**src/rtl/pwr_state_pkg.sv**
```systemverilog
// Shared definitions for the power-state register unit.
// Assumes 16-bit registers addressed by byte offset.
package pwr_state_pkg;
    typedef enum logic [1:0] {
        PS_D0    = 2'b00,
        PS_RSV1  = 2'b01,
        PS_RSV2  = 2'b10,
        PS_D3HOT = 2'b11
    } pstate_e;

    localparam int REG_W  = 16;
    localparam int ADDR_W = 8;
    localparam int BE_W   = REG_W / 8;

    // True for the state codes this function supports.
    function automatic logic pstate_supported(input logic [1:0] code);
        return (code == PS_D0) || (code == PS_D3HOT);
    endfunction
endpackage

```
**src/rtl/pwr_state_store.sv**
```systemverilog
// Holds the two-bit power state. A new code is loaded only when a qualified
// write presents a supported code; reserved codes are dropped.
// Assumes the caller has already decoded the address and the low byte enable.
module pwr_state_store
    import pwr_state_pkg::*;
(
    input  logic       clk,
    input  logic       rst_n,
    input  logic       wr_hit,
    input  logic [1:0] wr_code,
    output pstate_e    state
);
    // Filtered state register; reset forces D0.
    always_ff @(posedge clk) begin
        if (!rst_n)
            state <= PS_D0;
        else if (wr_hit && pstate_supported(wr_code))
            state <= pstate_e'(wr_code);
    end

    // Only reachable codes are held in the register.
    p_state_legal_r4: assert property (@(posedge clk) disable iff (!rst_n)
        pstate_supported(state));

    // A reserved code never changes the state.
    p_rsv_hold_r4: assert property (@(posedge clk) disable iff (!rst_n)
        (wr_hit && !pstate_supported(wr_code)) |=> $stable(state));

    // With no qualified write, the state holds.
    p_nowr_hold_r5: assert property (@(posedge clk) disable iff (!rst_n)
        !wr_hit |=> $stable(state));
endmodule

```
**src/rtl/pwr_cfg_port.sv**
```systemverilog
// Configuration decode: qualifies writes to the control word and returns
// registered read data one cycle after a read request.
// Assumes one access per cycle and no backpressure.
module pwr_cfg_port
    import pwr_state_pkg::*;
#(
    parameter logic [ADDR_W-1:0] CAP_OFS  = 8'h6E,
    parameter logic [ADDR_W-1:0] CTL_OFS  = 8'h70,
    parameter logic [2:0]        CAP_VERS = 3'b010
) (
    input  logic              clk,
    input  logic              rst_n,
    input  logic              cfg_req,
    input  logic              cfg_wr,
    input  logic [ADDR_W-1:0] cfg_addr,
    input  logic [BE_W-1:0]   cfg_be,
    input  logic [REG_W-1:0]  cfg_wdata,
    input  pstate_e           state,
    output logic              wr_hit,
    output logic [1:0]        wr_code,
    output logic              cfg_rvalid,
    output logic [REG_W-1:0]  cfg_rdata
);
    logic [REG_W-1:0] rd_mux;

    // Write qualification for the state field in the low byte.
    always_comb begin
        wr_hit  = cfg_req && cfg_wr && (cfg_addr == CTL_OFS) && cfg_be[0];
        wr_code = cfg_wdata[1:0];
    end

    // Read data selection by offset; unmapped offsets give zero.
    always_comb begin
        rd_mux = '0;
        if (cfg_addr == CAP_OFS)
            rd_mux = {{(REG_W-3){1'b0}}, CAP_VERS};
        else if (cfg_addr == CTL_OFS)
            rd_mux = {{(REG_W-2){1'b0}}, state};
    end

    // Read response register: data and valid one cycle after the request.
    always_ff @(posedge clk) begin
        if (!rst_n) begin
            cfg_rvalid <= 1'b0;
            cfg_rdata  <= '0;
        end else begin
            cfg_rvalid <= cfg_req && !cfg_wr;
            cfg_rdata  <= (cfg_req && !cfg_wr) ? rd_mux : '0;
        end
    end

    p_rvalid_timing_r6: assert property (@(posedge clk) disable iff (!rst_n)
        (cfg_req && !cfg_wr) |=> cfg_rvalid);

    p_cap_const_r2: assert property (@(posedge clk) disable iff (!rst_n)
        (cfg_req && !cfg_wr && cfg_addr == CAP_OFS) |=> (cfg_rdata == 16'h0002));
endmodule

```
**src/rtl/pwr_gate.sv**
```systemverilog
// Side-band gating driven from the stored power state: memory access and
// MSI are blocked in D3hot; wire interrupts pass in every state.
// Assumes a purely combinational path is acceptable for the gates.
module pwr_gate
    import pwr_state_pkg::*;
#(
    parameter int N_WIRE = 4
) (
    input  pstate_e           state,
    input  logic              msi_req_in,
    input  logic [N_WIRE-1:0] wire_irq_in,
    output logic              in_d3hot,
    output logic              mem_access_en,
    output logic              msi_req_out,
    output logic [N_WIRE-1:0] wire_irq_out
);
    // Gate decode from the current state.
    always_comb begin
        in_d3hot      = (state == PS_D3HOT);
        mem_access_en = !in_d3hot;
        msi_req_out   = msi_req_in && !in_d3hot;
    end

    // Per-line pass-through of the virtual wires.
    for (genvar g = 0; g < N_WIRE; g++) begin : g_wire
        assign wire_irq_out[g] = wire_irq_in[g];
    end

    always_comb begin
        a_msi_block_r8: assert (!(state == PS_D3HOT && msi_req_out));
    end
endmodule

```
**src/rtl/pwr_state_unit.sv**
```systemverilog
// Top of the power-state register unit: config port, filtered state store
// and gating. Assumes a single clock domain and synchronous active-low reset.
module pwr_state_unit
    import pwr_state_pkg::*;
#(
    parameter int N_WIRE = 4
) (
    input  logic              clk,
    input  logic              rst_n,
    input  logic              cfg_req,
    input  logic              cfg_wr,
    input  logic [7:0]        cfg_addr,
    input  logic [1:0]        cfg_be,
    input  logic [15:0]       cfg_wdata,
    output logic              cfg_rvalid,
    output logic [15:0]       cfg_rdata,
    output logic              mem_access_en,
    output logic              in_d3hot,
    input  logic              msi_req_in,
    output logic              msi_req_out,
    input  logic [N_WIRE-1:0] wire_irq_in,
    output logic [N_WIRE-1:0] wire_irq_out
);
    pstate_e    state;
    logic       wr_hit;
    logic [1:0] wr_code;

    pwr_cfg_port u_port (
        .clk(clk), .rst_n(rst_n), .cfg_req(cfg_req), .cfg_wr(cfg_wr),
        .cfg_addr(cfg_addr), .cfg_be(cfg_be), .cfg_wdata(cfg_wdata),
        .state(state), .wr_hit(wr_hit), .wr_code(wr_code),
        .cfg_rvalid(cfg_rvalid), .cfg_rdata(cfg_rdata)
    );

    pwr_state_store u_store (
        .clk(clk), .rst_n(rst_n), .wr_hit(wr_hit), .wr_code(wr_code),
        .state(state)
    );

    pwr_gate #(.N_WIRE(N_WIRE)) u_gate (
        .state(state), .msi_req_in(msi_req_in), .wire_irq_in(wire_irq_in),
        .in_d3hot(in_d3hot), .mem_access_en(mem_access_en),
        .msi_req_out(msi_req_out), .wire_irq_out(wire_irq_out)
    );

    p_gate_pair_r7: assert property (@(posedge clk) disable iff (!rst_n)
        mem_access_en != in_d3hot);

    p_wire_pass_r9: assert property (@(posedge clk) disable iff (!rst_n)
        wire_irq_out == wire_irq_in);

    p_reset_d0_r1: assert property (@(posedge clk)
        !rst_n |=> !in_d3hot);
endmodule

```
**config.mk**
```make
export PLATFORM = sky130hd
export DESIGN_NAME = pwr_state_unit
export DESIGN_NICKNAME = d
export VERILOG_FILES = /design/src/rtl/pwr_state_pkg.sv /design/src/rtl/pwr_state_store.sv /design/src/rtl/pwr_cfg_port.sv /design/src/rtl/pwr_gate.sv /design/src/rtl/pwr_state_unit.sv
export SDC_FILE = /design/constraint.sdc
export NUM_CORES = 1
export LEC_CHECK = 0
export BUFFER_PORTS_ARGS = -buffer_cell sky130_fd_sc_hd__buf_2
export CORE_AREA = 2 2 41 43
export DETAILED_ROUTE_END_ITERATION = 12
export DIE_AREA = 0 0 43 45
export GPL_TIMING_DRIVEN = 0
export HOLD_SLACK_MARGIN = 0.12
export PLACE_DENSITY = 0.73
export SYNTH_ARGS = -nofsm -noshare
export SYNTH_HDL_FRONTEND = slang
export SYNTH_HIERARCHICAL = 1
export SYNTH_SLANG_ARGS = --single-unit
```
**constraint.sdc**
```tcl
create_clock -name clk -period 2.7 [get_ports clk]
set_clock_uncertainty 0.05 [all_clocks]
set_input_delay 0.135 -clock clk [delete_from_list [all_inputs] [get_ports clk]]
set_output_delay 0.135 -clock clk [all_outputs]
set_load 0.02 [all_outputs]
```
# After elaboration in Yosys (flattened, before gate mapping)
# Index checks and enable logic that the tools add are counted.
totals:
  word_cells: 27
  latch_bits: 0
  mem_bits_ro: 0
  inputBits: 35
  memories: 0
  output_inout_bits: 24
  mem_bits_rw: 0
  ff_bits: 19
classes:
  n_mul: 0
  n_reduce_logical: 13
  bitwise: 3
  eq_ne: 4
  n_shift: 0
  magnitude_cmp: 0
  n_div: 0
  muxes: 2
  addsub: 0
op_table:
  columns: ["operator", "n"]
  rows:
  - ["8-bit by 7-bit equality test with 1-bit output, second input constant", 2]
  - ["1-bit logical AND", 6]
  - ["2-bit equality test, second input constant", 2]
  - ["2-bit two-way mux", 2]
  - ["4-bit OR reduction", 1]
  - ["1-bit inverter", 3]
  - ["3-bit OR reduction", 1]
  - ["1-bit logical NOT", 2]
  - ["2-bit logical NOT", 1]
  - ["2-bit AND reduction", 1]
  - ["1-bit logical OR", 1]

# Depth between registers and ports, before layout
# Gate-level depths: netlist of run 1.
depth:
  word_depth: 4
  depth_mapped: 5

# Hierarchy
# Netlist of run 1, hierarchy kept.
modules_own_cells:
  columns: ["mod", "cells_per_inst", "area_per_inst_um2", "seq_area_each_um2", "n_inst"]
  rows:
  - ["pwr_cfg_port", 33, 286.5, 60.1, 1]
  - ["pwr_state_store", 10, 91.3, 40.0, 1]
  - ["pwr_gate", 7, 47.5, 0.0, 1]

# Worst setup path after synthesis of run 1
# OpenSTA, ideal clock, no wires.
synth_timing:
  path_type: "input to register"
  from: "input cfg_addr[1]"
  to: "register u_store.state[0]"
  setup_time_ns: 0.121
  path_slack_ns: 1.585
  arrival_ns: 0.945
  required_ns: 2.529
  stages: 5
  n_path_buf: 0
  path_cell_list: "nor4b_4 nand2b_2 nor2_1 nor2b_4 o22ai_1"
synth_via:
  elab_chain_len: 4
synth_rtl:
  columns: ["element", "line_no", "rtl"]
  rows:
  - ["start: declaration", "pwr_state_unit.sv:12", "input logic [7:0] cfg_addr,"]
  - ["8-bit by 7-bit equality test with 1-bit output", "pwr_cfg_port.sv:28", "wr_hit = cfg_req && cfg_wr && (cfg_addr == CTL_OFS) && cfg_be[0];"]
  - ["1-bit logical AND (2 in a row)", "pwr_cfg_port.sv:28", null]
  - ["named net wr_hit", "pwr_state_unit.sv:25", "logic wr_hit;"]
  - ["1-bit logical AND", "pwr_state_store.sv:17", "else if (wr_hit && pstate_supported(wr_code))"]
  - ["end signal: assignment", "pwr_state_store.sv:18", "state <= pstate_e'(wr_code);"]
  - ["end: declaration", "pwr_state_store.sv:11", "output pstate_e state"]
# The timed path passes the listed nets, and every way through them passes these cells.
# A chain may end at the register's enable or synchronous reset.

# Worst setup path in the final report of run 1
layout_timing:
  from: "register u_store.state[1]"
  to: "output in_d3hot"
layout_via:
  elab_chain_len: 1
layout_rtl:
  columns: ["element", "line_no", "rtl"]
  rows:
  - ["2-bit equality test", "pwr_gate.sv:19", "in_d3hot = (state == PS_D3HOT);"]
  - ["end: declaration", "pwr_state_unit.sv:18", "output logic in_d3hot,"]
# No other way between the ends.

==> results of run 1 <==
==> per-layer routing <==
metal | up-vias | part of all wire, %
met2 | 25 | 47
met1 | 156 | 39
met3 | 0 | 14
met4 | 0 | 0
met5 | - | 0
li1 | 212 | -
==> worst min path at each step <==
stage	from	end	slack, ps	cells past startpoint
5_1_grt	cfg_wdata[0]	u_store/state[1]	160	3
4_1_cts	cfg_wdata[0]	u_store/state[1]	130	3
3_3_place_gp	cfg_wdata[0]	u_store/state[1]	370	3
3_5_place_dp	cfg_wdata[0]	u_store/state[1]	380	3
2_1_floorplan	rst_n	u_store/state[0]	240	2
6_report	cfg_wdata[0]	u_store/state[1]	140	3
==> sequential cells by signal, summed over array words and instances, names as in the netlist <==
| name | flops |
|---|---|
| u_store/state | 2 |
| u_port/cfg_rdata | 2 |
| u_port/cfg_rvalid | 1 |
==> layout by cell type, fill, tap and decap left out, types with 2 or more instances in the layout <==
cell      count
conb_1       14
o22ai_1       2
buf_2        23
a21oi_1       2
buf_4        20
clkbuf_4      3
dfxtp_1       5
nand2_1       6
==> metrics by stage <==
step                      instances  total power [W]  hold slack [ps]
after global placement          102         0.000143              371
final                           106         0.000228              137
after global routing            106         0.000241              158
after detailed placement        102         0.000144              383
after CTS                       106         0.000231              131
after floorplan                  63         0.000128              243
==> Yosys cell counts, types with 2 or more instances <==
| library cell | n | area, um^2 |
|---|---|---|
| dfxtp_1 | 5 | 100 |
| buf_4 | 20 | 150 |
| nand2_1 | 6 | 22.5 |
| o22ai_1 | 2 | 12.5 |
| a21oi_1 | 2 | 10.0 |
==> worst register-to-register path, stage by stage, from the launching register on <==
cell and delay [ps]:
dfxtp_1 400, nand2_1 70, o22ai_1 160
==> cells by family (layout without fill, tap and decap cells) <==
family                 Yosys count  after routing  share of synthesized area, %
DFF                              5              5                          23.5
buffers and inverters           21             48                          36.2
AOI/OAI and AO/OA                6              6                          9.12
other                            1             14                         0.882
and+or+nand+nor                 17             17                          30.3
==> power by group through the flow <==
| stage | clock network [W] | registers (W) | logic, W |
|---|---|---|---|
| floorplan | 0 | 0.0000770 | 0.0000509 |
| global placement | 0 | 0.0000761 | 0.0000671 |
| detailed placement | 0 | 0.0000761 | 0.0000679 |
| CTS | 0.0000884 | 0.0000749 | 0.0000679 |
| global route | 0.0000934 | 0.0000748 | 0.0000731 |
| finish | 0.0000848 | 0.0000748 | 0.0000683 |
==> final cells by class <==
cell class / count / area, um^2
fill: 146 / 836
multi-input combinational: 37 / 220
buffer: 20 / 150
timing repair buffer: 23 / 115
sequential: 5 / 100
clock buffer: 4 / 26.3
tap: 16 / 20.0
inverter: 1 / 3.75
==> flow_summary.toml, run 1 <==
[die]
die_w_um = 43
die_h_um = 45
rows = 14
start_util_pct = 28.9
core_um2 = 1470
ios = 59
die_area_um2 = 1940

[sta]
post-route-period-util_pct = 42.2
finalHoldViolCount = 0
rsz0062_at_grt = "false"
slew_violations = 0
period_needed_ps = 1140
postLayoutSetupSlackWorst_ps = 1560
setup_tns_ps = 0
finalSetupViolations = 0
max_freq_mhz = 878

[setup_path]
path_depth = 2
crit_start = "u_store/state[1]"
r2r_start = "u_store/state[0]"
worstRegToRegCells = 2
crit_family = "flip-flops"
crit_buf_inv = 1
worst_setup_path_start_kind = "register"
critPathMaxStageDelay_ps = 420
crit_arrival_ps = 950
end_kind = "primary output"
regToRegSetupSlack_ps = 1940
crit_fanout = 6
cp_data_required_time_ps = 2520
cp_cell_sequence = "and2_1 > buf_2"
critPathKind = "register to primary output"
crit_path_end = "in_d3hot"
worstReg2RegEnd = "u_store/state[0]"
slowest_stage = "dfxtp_1"

[global_route]
gr-max-usage-layer = "met2"
grt_util_met3_pct = 3.60
grt_util_met2_pct = 13.9
antenna_found_initial = 0
gr-total-overflow = 0
grt_use_met1_pct = 8.82
grt_pass1_vias = 309
grt_max_degree = 7
grtUsageTotal_pct = 8.92
grt_pass1_wl_um = 1210

[pwr]
swShare_pct = 28.5
combPwrFrac_pct = 30.0
p_int_w = 0.000163
ir_worst_vdd_mv = 0.134
netSwitchingPower_w = 0.0000649
seqPwrFrac_pct = 32.8
power.share.clock_pct = 37.2
p_per_area_nw_per_um2 = 359
leakage_nw = 0.341

[clocking]
cts_hold_buf = 0
clk_pin_slew_ps = 40
cts.repair.resized = 0
htree_levels = 1
clock_path_buffers = 2
cts_setup_buffers = 0
cts-root-buf = "clkbuf_4"
tritoncts = "yes"
cts_buffers = 3
clkLatencyLatePin_ps = 240
clock-sinks = 5

[synth]
avgSynthCellArea_um2 = 8.51
synthFlopType = "dfxtp_1"
synth.distinct_cells = 20
ys_seq_area_share_pct = 23.5
synthCells = 50
synth_area_um2 = 425
synth-edff-count = 0
ys_warn_count = 6
ys_ff_latch = 5
async_reset_ff_share_pct = 0

[place]
io_buffers = 23
dp_worst_setup_slack_ps = 1370
hpwl_um = 736
place.gp.congestion = 0.750
dpl_cell_area_um2 = 609

[cells_and_area]
post-route-util_pct = 43.2
nNetsFinal = 126
stdcell_area_um2 = 636
syn2layout_area_growth_pct = 49.4
num_antenna_cells = 0
layout-drive-gt1-share_pct = 56.7

[route]
wl_per_cell_um = 7.51
vias = 393
drt_iter0_markers = 5
avgViaCountPerCell = 3.71
totalWireLength_um = 796
post-route-drc-count = 0
drt-pass1-iter-count = 2
detail-route-antenna-nets = 0

[min_path]
hold_path.class = "input pin to register"

[flow_run]
drv_cap = 0

[run_status]
status = "finished, final reports clean"
(Power assumes the default switching activity.)
==> run 2: changes to the inputs <==
--- a/config.mk
+++ b/config.mk
@@ -6,12 +6,12 @@
 export NUM_CORES = 1
 export LEC_CHECK = 0
 export BUFFER_PORTS_ARGS = -buffer_cell sky130_fd_sc_hd__buf_2
-export CORE_AREA = 2 2 41 43
+export CORE_AREA = 2 2 44 46
 export DETAILED_ROUTE_END_ITERATION = 12
-export DIE_AREA = 0 0 43 45
+export DIE_AREA = 0 0 46 48
 export GPL_TIMING_DRIVEN = 0
 export HOLD_SLACK_MARGIN = 0.12
-export PLACE_DENSITY = 0.73
+export PLACE_DENSITY = 0.67
 export SYNTH_ARGS = -nofsm -noshare
 export SYNTH_HDL_FRONTEND = slang
 export SYNTH_HIERARCHICAL = 1
==> constraint.sdc (replaced) <==
create_clock -name clk -period 1 [get_ports clk]
set_clock_uncertainty 0.05 [all_clocks]
set_input_delay 0.05 -clock clk [delete_from_list [all_inputs] [get_ports clk]]
set_output_delay 0.05 -clock clk [all_outputs]
set_load 0.02 [all_outputs]
==> flow_summary.toml, run 2 (synthesis gave the netlist of run 1 again) <==
[route]
detail-route-antenna-nets = 0
avgViaCountPerCell = 3.68
wl_per_cell_um = 7.45
post-route-drc-count = 0
vias = 405
drt-pass1-iter-count = 2
totalWireLength_um = 820
drt_iter0_markers = 1

[cells_and_area]
stdcell_count = 110
final_cell_mix = "22 x buf_4, 21 x buf_2, 14 x conb_1"
largestRegisters = "u_port/cfg_rdata (2), u_store/state (2), u_port/cfg_rvalid (1)"
nNetsFinal = 129
final_common_cell = "buf_4"
num_antenna_cells = 0
syn2layout_area_growth_pct = 62.6
fill_cells = 183
layout-drive-gt1-share_pct = 61.3

[flow_run]
drv_cap = 0

[place]
dp_cells = 103
io_buffers = 23
hpwl_um = 701
place.gp.congestion = 0.706

[clocking]
cts_hold_buf = 6
cts-root-buf = "clkbuf_4"
cts_buffers = 3
clock-sinks = 5
tritoncts = "yes"
clkLatencyLatePin_ps = 240
clock_path_buffers = 2
clk_pin_slew_ps = 40
htree_levels = 1

[die]
rows = 15
ios = 59
die_h_um = 48
die_w_um = 46
start_util_pct = 25.2
die_area_um2 = 2210
core_um2 = 1690

[global_route]
grt_pass1_vias = 335
antenna_found_initial = 0
grt_pass1_wl_um = 1210
grtUsageTotal_pct = 8.62
grt_max_degree = 7
gr-total-overflow = 0

[setup_path]
cp_data_required_time_ps = 900
worst_setup_path_start_kind = "register"
end_kind = "primary output"
worstRegToRegCells = 3
crit_fanout = 6
crit_arrival_ps = 890
critPathKind = "register to primary output"

[min_path]
hold_path.class = "input pin to register"
holdPathStages = 4

[run_status]
status = "finished, final reports clean"

[pwr]
leakage_nw = 0.366
ir_worst_vdd_mv = 0.312
p_per_area_nw_per_um2 = 892

[sta]
holdWs_ps = 89.6
finalSetupViolations = 0
max_freq_mhz = 1010
post-route-period-util_pct = 98.5
period_needed_ps = 985
finalHoldViolCount = 0
rsz0062_at_grt = "true"
slew_violations = 0
-- run 2: changes by cell type in the layout (fill, tap and decap cells not counted), sizes merged --
cell	change
dlygate4sd3	+2
dlymetal6s4s	+1
-- run 2: report_power, final --
part           switching, W  leakage, nW  internal (W)
Clock             0.0000752       0.0150      0.000150
Sequential      0.000000330       0.0420      0.000196
Combinational     0.0000983        0.309     0.0000965
-- run 2: metal layers --
metal,wire length (um),GRT usage [%],vias to the layer above
met5,0,0,-
met2,363,13.9,33
met4,27,12.0,0
li1,-,-,219
met1,314,7.59,151
met3,114,2.26,2
-- run 2: layout make-up --
cell class | instances | area [um^2] | area share (%)
clock buffers | 4 | 26.3 | 3.80
flip-flops and latches | 5 | 108 | 15.6
well taps | 17 | 21.3 | 3.07
inverters | 1 | 3.75 | 0.542
repair buffers | 26 | 153 | 22.1
multi-input cells | 37 | 230 | 33.3
plain buffers | 20 | 150 | 21.7
-- run 2: final timing paths --
kind,start,end,slack (ps)
worst max-delay path,u_store/state[0],in_d3hot,10
worst min-delay path,cfg_addr[2],u_port/cfg_rdata[1],90
worst min register to register,u_store/state[0],u_port/cfg_rdata[0],440
worst max register to register,u_store/state[1],u_store/state[1],170
-- run 2: through the flow --
stage	instance area (um^2)	setup TNS [ps]	setup slack (ps)	total power, W	utilization (%)
after global routing	692	-19.7	-19.7	0.000658	41.0
after global placement	613	-308	-165	0.000387	36.3
after detailed placement	613	-334	-179	0.000389	36.3
final	692	0	14.5	0.000617	41.0
after floorplan	477	0	14.7	0.000345	-
after CTS	704	0	2.97	0.000640	41.7
-- run 2: timing repair --
| item | in CTS | in global routing |
|---|---|---|
| pin swaps | 0 | 3 |
| hold endpoints to repair | 5 | 3 |
| buffers inserted | 0 | 1 |
| gates resized for setup | 3 | 6 |
| setup endpoints to repair | 3 | 4 |
-- run 2: critical path, stage by stage (launching register included) --
cell and delay (ps):
dfxtp_4 350, and2_1 150, buf_2 150
